<file path="config.mk">
export PLATFORM = sky130hd
export DESIGN_NAME = i2c_slave_front
export DESIGN_NICKNAME = d
export VERILOG_FILES = /design/src/rtl/i2c_slave_pkg.sv /design/src/rtl/i2c_slave_dpath.sv /design/src/rtl/i2c_slave_ctrl.sv /design/src/rtl/i2c_slave_front.sv
export SDC_FILE = /design/constraint.sdc
export NUM_CORES = 1
export LEC_CHECK = 0
export CAP_MARGIN = 20
export CORE_MARGIN = 8
export CORE_UTILIZATION = 40
export CTS_CLUSTER_SIZE = 30
export DETAILED_ROUTE_END_ITERATION = 10
export GPL_ROUTABILITY_DRIVEN = 0
export REMOVE_ABC_BUFFERS = 1
export SYNTH_ARGS = -nofsm -noshare
export SYNTH_HDL_FRONTEND = slang
export SYNTH_SLANG_ARGS = --single-unit
</file>
<file path="constraint.sdc">
create_clock -name clk -period 2.5 [get_ports clk]
set_clock_uncertainty 0.05 [all_clocks]
set_input_delay 0.5 -clock clk [delete_from_list [all_inputs] [get_ports clk]]
set_output_delay 0.5 -clock clk [all_outputs]
set_load 0.1 [all_outputs]
</file>
<file path="src/rtl/i2c_slave_pkg.sv">
package i2c_slave_pkg;

  typedef enum logic [2:0] {
    StIdle,
    StAddr,
    StWrite,
    StRead,
    StGcall,
    StIgnore
  } busState_e;

  // strobes from control to datapath
  typedef struct packed {
    logic clrBits;
    logic clrIdx;
    logic incIdx;
    logic loadTx;
    logic shiftTx;
  } dpStrobe_t;

  localparam logic [3:0] LastDataRise = 4'd7;
  localparam logic [3:0] AckPhase     = 4'd8;
  localparam logic [3:0] ByteEnd      = 4'd9;

endpackage

</file>
<file path="src/rtl/i2c_slave_dpath.sv">
module i2c_slave_dpath
  import i2c_slave_pkg::*;
#(
  parameter int SYNC_STAGES = 2,
  parameter int IDX_W       = 4
) (
  input  logic             clk,
  input  logic             rstN,
  input  logic             sclIn,
  input  logic             sdaIn,
  input  dpStrobe_t        strobe,
  input  logic [7:0]       txByte,
  output logic             sclLvl,
  output logic             sdaLvl,
  output logic             sclRise,
  output logic             sclFall,
  output logic             startDet,
  output logic             stopDet,
  output logic [3:0]       bitCnt,
  output logic [7:0]       rxNext,
  output logic             txNextBit,
  output logic [IDX_W-1:0] byteIdx
);

  localparam logic [IDX_W-1:0] IdxMax = {IDX_W{1'b1}};

  logic [SYNC_STAGES-1:0] sclChain;
  logic [SYNC_STAGES-1:0] sdaChain;
  logic                   sclPrev;
  logic                   sdaPrev;
  logic [7:0]             rxSh;
  logic [7:0]             txSh;

  // synchronizer: depth chosen by parameter, idle bus level on reset
  generate
    if (SYNC_STAGES == 1) begin : gSyncOne
      always_ff @(posedge clk) begin
        if (!rstN) begin
          sclChain <= 1'b1;
          sdaChain <= 1'b1;
        end else begin
          sclChain <= sclIn;
          sdaChain <= sdaIn;
        end
      end
    end else begin : gSyncMany
      always_ff @(posedge clk) begin
        if (!rstN) begin
          sclChain <= '1;
          sdaChain <= '1;
        end else begin
          sclChain <= {sclChain[SYNC_STAGES-2:0], sclIn};
          sdaChain <= {sdaChain[SYNC_STAGES-2:0], sdaIn};
        end
      end
    end
  endgenerate

  assign sclLvl = sclChain[SYNC_STAGES-1];
  assign sdaLvl = sdaChain[SYNC_STAGES-1];

  always_ff @(posedge clk) begin
    if (!rstN) begin
      sclPrev <= 1'b1;
      sdaPrev <= 1'b1;
    end else begin
      sclPrev <= sclLvl;
      sdaPrev <= sdaLvl;
    end
  end

  assign sclRise  = sclLvl & ~sclPrev;
  assign sclFall  = ~sclLvl & sclPrev;
  assign startDet = sclLvl & sclPrev & sdaPrev & ~sdaLvl;
  assign stopDet  = sclLvl & sclPrev & ~sdaPrev & sdaLvl;

  // receive shifter, sampled on SCL rise
  always_ff @(posedge clk) begin
    if (!rstN) rxSh <= '0;
    else if (sclRise) rxSh <= {rxSh[6:0], sdaLvl};
  end
  assign rxNext = {rxSh[6:0], sdaLvl};

  // bit position within the nine-clock byte frame
  always_ff @(posedge clk) begin
    if (!rstN) bitCnt <= '0;
    else if (strobe.clrBits) bitCnt <= '0;
    else if (sclRise && bitCnt != ByteEnd) bitCnt <= bitCnt + 4'd1;
  end

  // transmit shifter, MSB first
  always_ff @(posedge clk) begin
    if (!rstN) txSh <= '0;
    else if (strobe.loadTx) txSh <= txByte;
    else if (strobe.shiftTx) txSh <= {txSh[6:0], 1'b0};
  end
  assign txNextBit = strobe.loadTx ? txByte[7] : txSh[6];

  // saturating byte index
  always_ff @(posedge clk) begin
    if (!rstN) byteIdx <= '0;
    else if (strobe.clrIdx) byteIdx <= '0;
    else if (strobe.incIdx && byteIdx != IdxMax) byteIdx <= byteIdx + 1'b1;
  end

  p_frame_restart_r2: assert property (@(posedge clk) disable iff (!rstN)
    startDet |=> (bitCnt == 4'd0));

  p_frame_hold_r3: assert property (@(posedge clk) disable iff (!rstN)
    (bitCnt == ByteEnd && !strobe.clrBits) |=> (bitCnt == ByteEnd));

  p_idx_restart_r4: assert property (@(posedge clk) disable iff (!rstN)
    startDet |=> (byteIdx == '0));

endmodule

</file>
<file path="src/rtl/i2c_slave_ctrl.sv">
module i2c_slave_ctrl
  import i2c_slave_pkg::*;
#(
  parameter logic [5:0] DEV_PREFIX = 6'b111010,
  parameter logic [7:0] GC_CMD     = 8'h06,
  parameter logic [4:0] HS_TAG     = 5'b00001
) (
  input  logic       clk,
  input  logic       rstN,
  input  logic       strapLsb,
  input  logic       sclLvl,
  input  logic       sdaLvl,
  input  logic       sclRise,
  input  logic       sclFall,
  input  logic       startDet,
  input  logic       stopDet,
  input  logic [3:0] bitCnt,
  input  logic [7:0] rxNext,
  input  logic       txNextBit,
  output dpStrobe_t  strobe,
  output logic       sdaOe,
  output logic       rxFire,
  output logic       hsMode,
  output logic       gcReset
);

  busState_e state, stNext;
  logic oeR, oeNext;
  logic ackPend, ackNext;
  logic slvAck, slvNext;
  logic hsR, hsNext;
  logic gcR, gcNext;
  logic byteDone;

  assign byteDone = sclRise && (bitCnt == LastDataRise);

  always_comb begin
    stNext  = state;
    oeNext  = oeR;
    ackNext = ackPend;
    slvNext = slvAck;
    hsNext  = hsR;
    gcNext  = 1'b0;
    rxFire  = 1'b0;
    strobe  = '0;
    if (stopDet) begin
      stNext  = StIdle;
      oeNext  = 1'b0;
      ackNext = 1'b0;
      slvNext = 1'b0;
      hsNext  = 1'b0;
    end else if (startDet) begin
      stNext         = StAddr;
      oeNext         = 1'b0;
      ackNext        = 1'b0;
      slvNext        = 1'b0;
      strobe.clrBits = 1'b1;
      strobe.clrIdx  = 1'b1;
    end else begin
      unique case (state)
        StAddr: begin
          if (byteDone) begin
            if (rxNext[7:1] == {DEV_PREFIX, strapLsb}) begin
              ackNext = 1'b1;
              slvNext = rxNext[0];
              stNext  = rxNext[0] ? StRead : StWrite;
            end else if (rxNext == 8'h00) begin
              ackNext = 1'b1;
              stNext  = StGcall;
            end else begin
              stNext = StIgnore;
              if (rxNext[7:3] == HS_TAG) hsNext = 1'b1;
            end
          end
        end
        StWrite, StGcall: begin
          if (byteDone) begin
            if (state == StWrite) begin
              ackNext       = 1'b1;
              rxFire        = 1'b1;
              strobe.incIdx = 1'b1;
            end else if (rxNext == GC_CMD) begin
              ackNext = 1'b1;
              gcNext  = 1'b1;
            end else begin
              ackNext = 1'b0;
              stNext  = StIgnore;
            end
          end
          if (sclFall && bitCnt == AckPhase) oeNext = ackPend;
          if (sclFall && bitCnt == ByteEnd) begin
            oeNext         = 1'b0;
            ackNext        = 1'b0;
            strobe.clrBits = 1'b1;
          end
        end
        StRead: begin
          if (sclFall) begin
            if (bitCnt == AckPhase) begin
              oeNext = slvAck;
            end else if (bitCnt == ByteEnd) begin
              strobe.clrBits = 1'b1;
              strobe.loadTx  = 1'b1;
              strobe.incIdx  = 1'b1;
              oeNext         = ~txNextBit;
              slvNext        = 1'b0;
              ackNext        = 1'b0;
            end else if (!slvAck && bitCnt != 4'd0) begin
              strobe.shiftTx = 1'b1;
              oeNext         = ~txNextBit;
            end
          end
          if (sclRise && bitCnt == AckPhase && !slvAck && sdaLvl) begin
            stNext = StIgnore;
            oeNext = 1'b0;
          end
        end
        default: ;
      endcase
    end
  end

  always_ff @(posedge clk) begin
    if (!rstN) begin
      state   <= StIdle;
      oeR     <= 1'b0;
      ackPend <= 1'b0;
      slvAck  <= 1'b0;
      hsR     <= 1'b0;
      gcR     <= 1'b0;
    end else begin
      state   <= stNext;
      oeR     <= oeNext;
      ackPend <= ackNext;
      slvAck  <= slvNext;
      hsR     <= hsNext;
      gcR     <= gcNext;
    end
  end

  assign sdaOe   = oeR;
  assign hsMode  = hsR;
  assign gcReset = gcR;

  p_oe_scl_low_r3: assert property (@(posedge clk) disable iff (!rstN)
    !$stable(oeR) |-> !sclLvl);

  p_ack_ninth_r3: assert property (@(posedge clk) disable iff (!rstN)
    (sclRise && bitCnt == AckPhase && ackPend) |-> oeR);

  p_ignore_quiet_r6: assert property (@(posedge clk) disable iff (!rstN)
    (state == StIgnore) |-> (!oeR && !rxFire));

  p_hs_clear_r8: assert property (@(posedge clk) disable iff (!rstN)
    stopDet |=> !hsR);

  p_hs_keep_r8: assert property (@(posedge clk) disable iff (!rstN)
    (startDet && hsR) |=> hsR);

endmodule

</file>
<file path="src/rtl/i2c_slave_front.sv">
module i2c_slave_front
  import i2c_slave_pkg::*;
#(
  parameter int         SYNC_STAGES = 2,
  parameter int         IDX_W       = 4,
  parameter logic [5:0] DEV_PREFIX  = 6'b111010,
  parameter logic [7:0] GC_CMD      = 8'h06,
  parameter logic [4:0] HS_TAG      = 5'b00001
) (
  input  logic             clk,
  input  logic             rstN,
  input  logic             sclIn,
  input  logic             sdaIn,
  input  logic             strapLsb,
  output logic             sdaOe,
  output logic             startEvt,
  output logic             stopEvt,
  output logic             rxValid,
  output logic [7:0]       rxByte,
  output logic             txReq,
  input  logic [7:0]       txByte,
  output logic [IDX_W-1:0] byteIdx,
  output logic             hsMode,
  output logic             gcReset
);

  dpStrobe_t  strobe;
  logic       sclLvl, sdaLvl, sclRise, sclFall, startDet, stopDet;
  logic [3:0] bitCnt;
  logic [7:0] rxNext;
  logic       txNextBit;

  i2c_slave_dpath #(
    .SYNC_STAGES(SYNC_STAGES),
    .IDX_W      (IDX_W)
  ) uDpath (
    .clk      (clk),
    .rstN     (rstN),
    .sclIn    (sclIn),
    .sdaIn    (sdaIn),
    .strobe   (strobe),
    .txByte   (txByte),
    .sclLvl   (sclLvl),
    .sdaLvl   (sdaLvl),
    .sclRise  (sclRise),
    .sclFall  (sclFall),
    .startDet (startDet),
    .stopDet  (stopDet),
    .bitCnt   (bitCnt),
    .rxNext   (rxNext),
    .txNextBit(txNextBit),
    .byteIdx  (byteIdx)
  );

  i2c_slave_ctrl #(
    .DEV_PREFIX(DEV_PREFIX),
    .GC_CMD    (GC_CMD),
    .HS_TAG    (HS_TAG)
  ) uCtrl (
    .clk      (clk),
    .rstN     (rstN),
    .strapLsb (strapLsb),
    .sclLvl   (sclLvl),
    .sdaLvl   (sdaLvl),
    .sclRise  (sclRise),
    .sclFall  (sclFall),
    .startDet (startDet),
    .stopDet  (stopDet),
    .bitCnt   (bitCnt),
    .rxNext   (rxNext),
    .txNextBit(txNextBit),
    .strobe   (strobe),
    .sdaOe    (sdaOe),
    .rxFire   (rxValid),
    .hsMode   (hsMode),
    .gcReset  (gcReset)
  );

  assign startEvt = startDet;
  assign stopEvt  = stopDet;
  assign rxByte   = rxNext;
  assign txReq    = strobe.loadTx;

endmodule

</file>
# Word level (Yosys, flattened, before mapping)
# Index checks and enable logic that the tools add are counted.
# totals
word_cells,151
inputBits,13
out_inout_bits,19
register_bits,36
# op_classes
eq_ne,31
mux,56
bitwise,18
n_reduce_logical,29
n_addsub,2
# ops
operator,count
$mux 1,36
$mux 3,9
$reduce_and 6->1,4
$mux 7,2
$ne 2x1->1 const B,6
$ne 3x1->1 const B,4
$not 1->1,11
$logic_and 1x1->1,9
$ne 3x2->1 const B,3
$pmux 3 s3,1
$add 4x1->4 const B,2
$eq 4x4->1 const B,2
$eq 8x3->1 const B,1
$logic_not 8->1,1
$ne 4x4->1 const B,2
$pmux 1 s2,4
$reduce_bool 4->1,2
$reduce_or 2->1,4
$and 1x1->1,7
$eq 7x7->1,1
$reduce_and 7->1,1
$eq 3x2->1 const B,2
$ne 2x2->1 const B,3
$ne 3x3->1 const B,2
14 further kinds,17

# Logic depth before layout (Yosys ltp)
# depth
word_depth,17
ltp_mapped,9
ltp_nobuf,8

# Modules after synthesis
# Synthesis repeated with hierarchy kept, for this count alone.
# hier_totals
cells_unflattened,223
hier_area_um2,1933.1
# by_module_without_submodules
mod,area_per_inst_um2,seq_area_each_um2,instances,cells_each
i2c_slave_dpath,1178.6,560.5,1,127
i2c_slave_ctrl,754.5,160.2,1,96

# Worst setup path before layout
# No wires, ideal clock.
# synth_timing
path_type,reg2reg
start,register uCtrl.state[0]
end,register uDpath.byteIdx[3]
period_less_slack_ns,3.447
required_ns,2.378
t_arrival_ns,3.325
setup_ns,0.072
path_buffers,1
stages_incl_launch_ff,7
slack_ns,-0.947
path_cell_list,dfxtp_1 -> buf_2 -> or3b_1 -> nor4b_2 -> o21ai_2 -> or3_1 -> a21oi_1
# synth_between
elab_chain_cells,7
elab_cells_between_ends,10
cone_classes,3 x eq/ne; 5 x mux; 2 x reduce/logical
# synth_rtl
element,line_no,text
from (decl),i2c_slave_ctrl.sv:27,"busState_e state, stNext;"
from (signal assigned),i2c_slave_ctrl.sv:125,state <= StIdle;
from (signal assigned),i2c_slave_ctrl.sv:132,state <= stNext;
$eq 3x2->1,"i2c_slave_ctrl.sv:60, i2c_slave_ctrl.sv:78",
$mux 1,i2c_slave_ctrl.sv:78,if (state == StWrite) begin
$mux 1,i2c_slave_ctrl.sv:77,if (byteDone) begin
$pmux 1 s2 (*),i2c_slave_ctrl.sv:60,unique case (state)
$mux 3 (*),i2c_slave_ctrl.sv:52,end else if (startDet) begin
$mux 5 (*),i2c_slave_ctrl.sv:46,if (stopDet) begin
$logic_and 1x1->1 (*),i2c_slave_dpath.sv:103,else if (strobe.incIdx && byteIdx != IdxMax) byteIdx <= byteIdx + 1'b1;
to (signal assigned),i2c_slave_dpath.sv:103,
to (decl),i2c_slave_dpath.sv:22,output logic [IDX_W-1:0] byteIdx
# Every way passes the cells marked *; elsewhere a longest branch is shown, timed or not.
# A chain may end at the register's enable or synchronous reset.

# Worst setup path in the final report
# layout_timing
start,register uDpath.bitCnt[0]
end,output port txReq
# layout_between
elab_chain_cells,7
elab_cells_between_ends,8
cone_classes,2 x eq/ne; 6 x mux
# layout_rtl
element,line_no,text
from (decl),i2c_slave_dpath.sv:19,"output logic [3:0] bitCnt,"
from (signal assigned),i2c_slave_dpath.sv:88,else if (sclRise && bitCnt != ByteEnd) bitCnt <= bitCnt + 4'd1;
$eq 4x4->1,i2c_slave_ctrl.sv:101,end else if (bitCnt == ByteEnd) begin
$mux 2,i2c_slave_ctrl.sv:101,
$mux 3 (*),i2c_slave_ctrl.sv:99,if (bitCnt == AckPhase) begin
$mux 3 (*),i2c_slave_ctrl.sv:98,if (sclFall) begin
$mux 2 (*),i2c_slave_ctrl.sv:60,
$mux 3 (*),i2c_slave_ctrl.sv:52,
$mux 5 (*),i2c_slave_ctrl.sv:46,
to (decl),i2c_slave_front.sv:20,"output logic txReq,"
# Marks and branches as above.

==> metrics.md <==
| Metric | Value |
|---|---|
| Status | `completed` |
| CTS root buf | `clkbuf_8` |
| Core box area | `roughly 4700 µm²` |
| Number of H-tree levels | `2` |
| Ports | `32` |
| Worst IR drop on VDD | `about 390 µV` |
| Hold crit path type | `reg -> reg` |
| Chip width | `around 85 µm` |
| Final ANT Viol Nets | `0` |
| Rel. slew slack | `0.486` |
| RSZ-0062 raised after global routing | `no` |
| Worst setup EP type | `output port` |
| Hold Buf Count CTS | `0` |
| Vias | `roughly 1700` |
| Fin. Hold Viols | `0` |
| Post-synth cell types | `52` |
| Total CTS buffers | `5` |
| Sum Neg Setup Slack | `0 ns` |
| Worst slew pin tran | `between 0.7 and 0.8 ns` |
| Synth Register Bits | `36` |
| Ys async rst share | `0` |
| Data arrival time of the critical path | `roughly 1.9 ns` |
| ANT cells | `0` |
| Dpl hpwl | `3480 µm` |
| Worst skew pair latency | `0.29 ns` |
| Setup Crit Path Kind | `reg -> out` |
| Post-synth EDFFs | `0` |
| Final setup violation count | `0` |
| Syn avg cell area | `8.58 µm²` |
| Cells after synthesis | `around 220` |
| Max Fanout on Critical Path | `5` |
| Clock buffer depth | `2` |
| Reg clk slew, reported paths | `roughly 0.08 ns` |
| Die Area | `a little over 7000 µm²` |
| IO buf count | `31` |
| First-pass GRT wire length | `~7600 µm` |
| Initial antenna violation count | `0` |
| Main synth FF type | `dfxtp_1` |
| All-Layer GR Usage | `0.134` |
| Min Tclk post-route | `around 2.4 ns` |
| Slew Viols, Final | `0` |
| Initial Util | `0.407` |
| DR pass1 iterations | `4` |
| Worst Setup Start Kind | `flip-flop` |
| DRC | `0` |
| Crit share post-route | `0.968` |
| DIE HEIGHT | `about 85 µm` |
| Number of post-CTS setup repair buffers | `0` |
| Post-synthesis sequential area ratio | `0.380` |
| Avg WL per Cell | `15.1 µm` |
| DRT iter0 DRCs | `between 80 and 90` |
| Vias in the first global route | `1538` |
| Area Overhead vs Synth | `25.8%` |
| Final WL | `4660 µm` |
| Clk sinks | `36` |
| Mapped cell area | `1900 µm²` |
| Grt ovf | `0` |
| Final nets | `271` |
| Yosys Warn Count | `0` |
| Layout cells sized above 1 | `0.184` |
| Routed vias/inst | `5.55` |
| Max_cap viols | `0` |
| Static leakage | `between 0.9 and 1 nW` |
| Fin util | `0.512` |
| Pwr/cell area | `approximately 500 nW/µm²` |
| Fmax | `approximately 410 MHz` |
| # rows | `25` |
| Critical Path RT | `1.95 ns` |
| CTS tree | `built` |
| Largest net degree at the start of global routing | `21` |
-- critical path, stage by stage, from the launching register on --
cell and delay (ns):
dfxtp_2 0.36, inv_1 0.07, ha_2 0.21, and3b_2 0.23, or4_4 0.43, clkinv_2 0.10, buf_12 0.17
-- cells in the final DEF, fill, tap and decap left out, types with 3 or more instances in the layout --
cell	n
dfxtp_1	34
nand2_1	27
buf_4	21
o21ai_0	17
a21oi_1	16
clkdlybuf4s50_1	12
nor2_1	11
nand2b_1	8
mux2i_1	8
a21boi_0	7
inv_1	6
nand3_1	6
nor3_1	5
clkbuf_8	5
nand4_1	4
buf_12	4
xnor2_1	3
o22ai_1	3
o211ai_1	3
xor2_1	3
nor4b_1	3
-- area by class of cell --
type	instances	area, µm²
Clock buffer	5	68.8
Clock inverter	3	42.5
Timing Repair Buffer	37	358
Fill cell	473	2270
Tap cell	54	67.6
Inverter	7	27.5
Sequential cell	36	723
Multi-Input combinational cell	167	1100
-- Yosys cell counts, drive strengths merged (2+ instances only) --
cell	instances	area, µm²
and2	2	12.5
o211ai	3	22.5
xor2	3	26.3
nor3	5	25.0
a21boi	8	60.1
o22ai	3	18.8
or4	2	18.8
nand3	6	30.0
nand4bb	2	22.5
nand4	4	25.0
buf	6	37.5
o21ai	18	93.8
a21oi	16	80.1
and4b	2	20.0
nor3b	2	15.0
clkbuf	5	18.8
mux2i	8	80.1
nor4	2	12.5
or2	3	18.8
xnor2	3	26.3
nand2	27	101
nor4b	4	41.3
dfxtp	36	721
nor2	11	41.3
and3b	3	26.3
nand3b	4	55.1
ha	4	50.1
inv	6	22.5
o21a	2	15.0
nand2b	9	63.8
-- timing repair --
item,in CTS,in global routing
pin swaps,0,0
setup endpoints to repair,1,1
resized for setup,1,4
-- routing by layer --
layer  global-route usage  share of wire  vias to the layer above
met1                0.165           0.47                      804
li1                     -              -                      855
met5                    0              0                        -
met3               0.0521          0.066                        9
met4               0.0631          0.021                        0
met2                0.198           0.45                       46
-- logic make-up (layout without fill, tap and decap cells) --
family	after synthesis	in the layout	synth area share
adders and majority gates	4	4	0.0264
and+or+nand+nor	93	93	0.299
xor gates and xnor gates	6	6	0.0277
AOI/OAI and AO/OA	56	56	0.181
buffers and inverters	18	52	0.0442
DFF	36	36	0.380
muxes	8	8	0.0422
-- sequential cells by signal, summed over array words and instances, names as in the netlist, 2 cells and up --
signal,count
uDpath.bitCnt,4
uCtrl.state,3
uDpath.rxSh,7
uDpath.sdaChain,2
uDpath.sclChain,2
uDpath.txSh,7
uDpath.byteIdx,4
-- through the flow --
step | hold slack, ns | std cells | instance area (µm²) | power (mW) | setup slack (ns)
after detailed placement | 0.345 | 301 | 2270 | 0.690 | 0.303
final | 0.361 | 309 | 2390 | 1.20 | 0.0803
after global routing | 0.405 | 309 | 2390 | 1.26 | 0.00191
after floorplan | 0.336 | 210 | 1840 | 0.646 | -1.03
after global placement | 0.337 | 301 | 2270 | 0.691 | 0.312
after CTS | 0.364 | 309 | 2380 | 1.21 | 0.0244
-- where the power goes --
group / internal (mW) / total [mW] / switching (mW)
sequential: 0.579 / 0.586 / 0.00717
combinational: 0.0400 / 0.0907 / 0.0507
clock: 0.295 / 0.522 / 0.227
-- final timing paths --
check,start,end,slack (ns),cells after the start
max,uDpath.bitCnt[0]$_SDFFE_PP0P_,txReq,0.08,6
min,uDpath.sclChain[0]$_SDFF_PN1_,uDpath.sclChain[1]$_SDFF_PN1_,0.36,1
max reg2reg,uDpath.bitCnt[0]$_SDFFE_PP0P_,uDpath.byteIdx[2]$_SDFFE_PP0P_,0.38,8
min reg2reg,uDpath.sclChain[0]$_SDFF_PN1_,uDpath.sclChain[1]$_SDFF_PN1_,0.36,1
(Power assumes the default switching activity.)
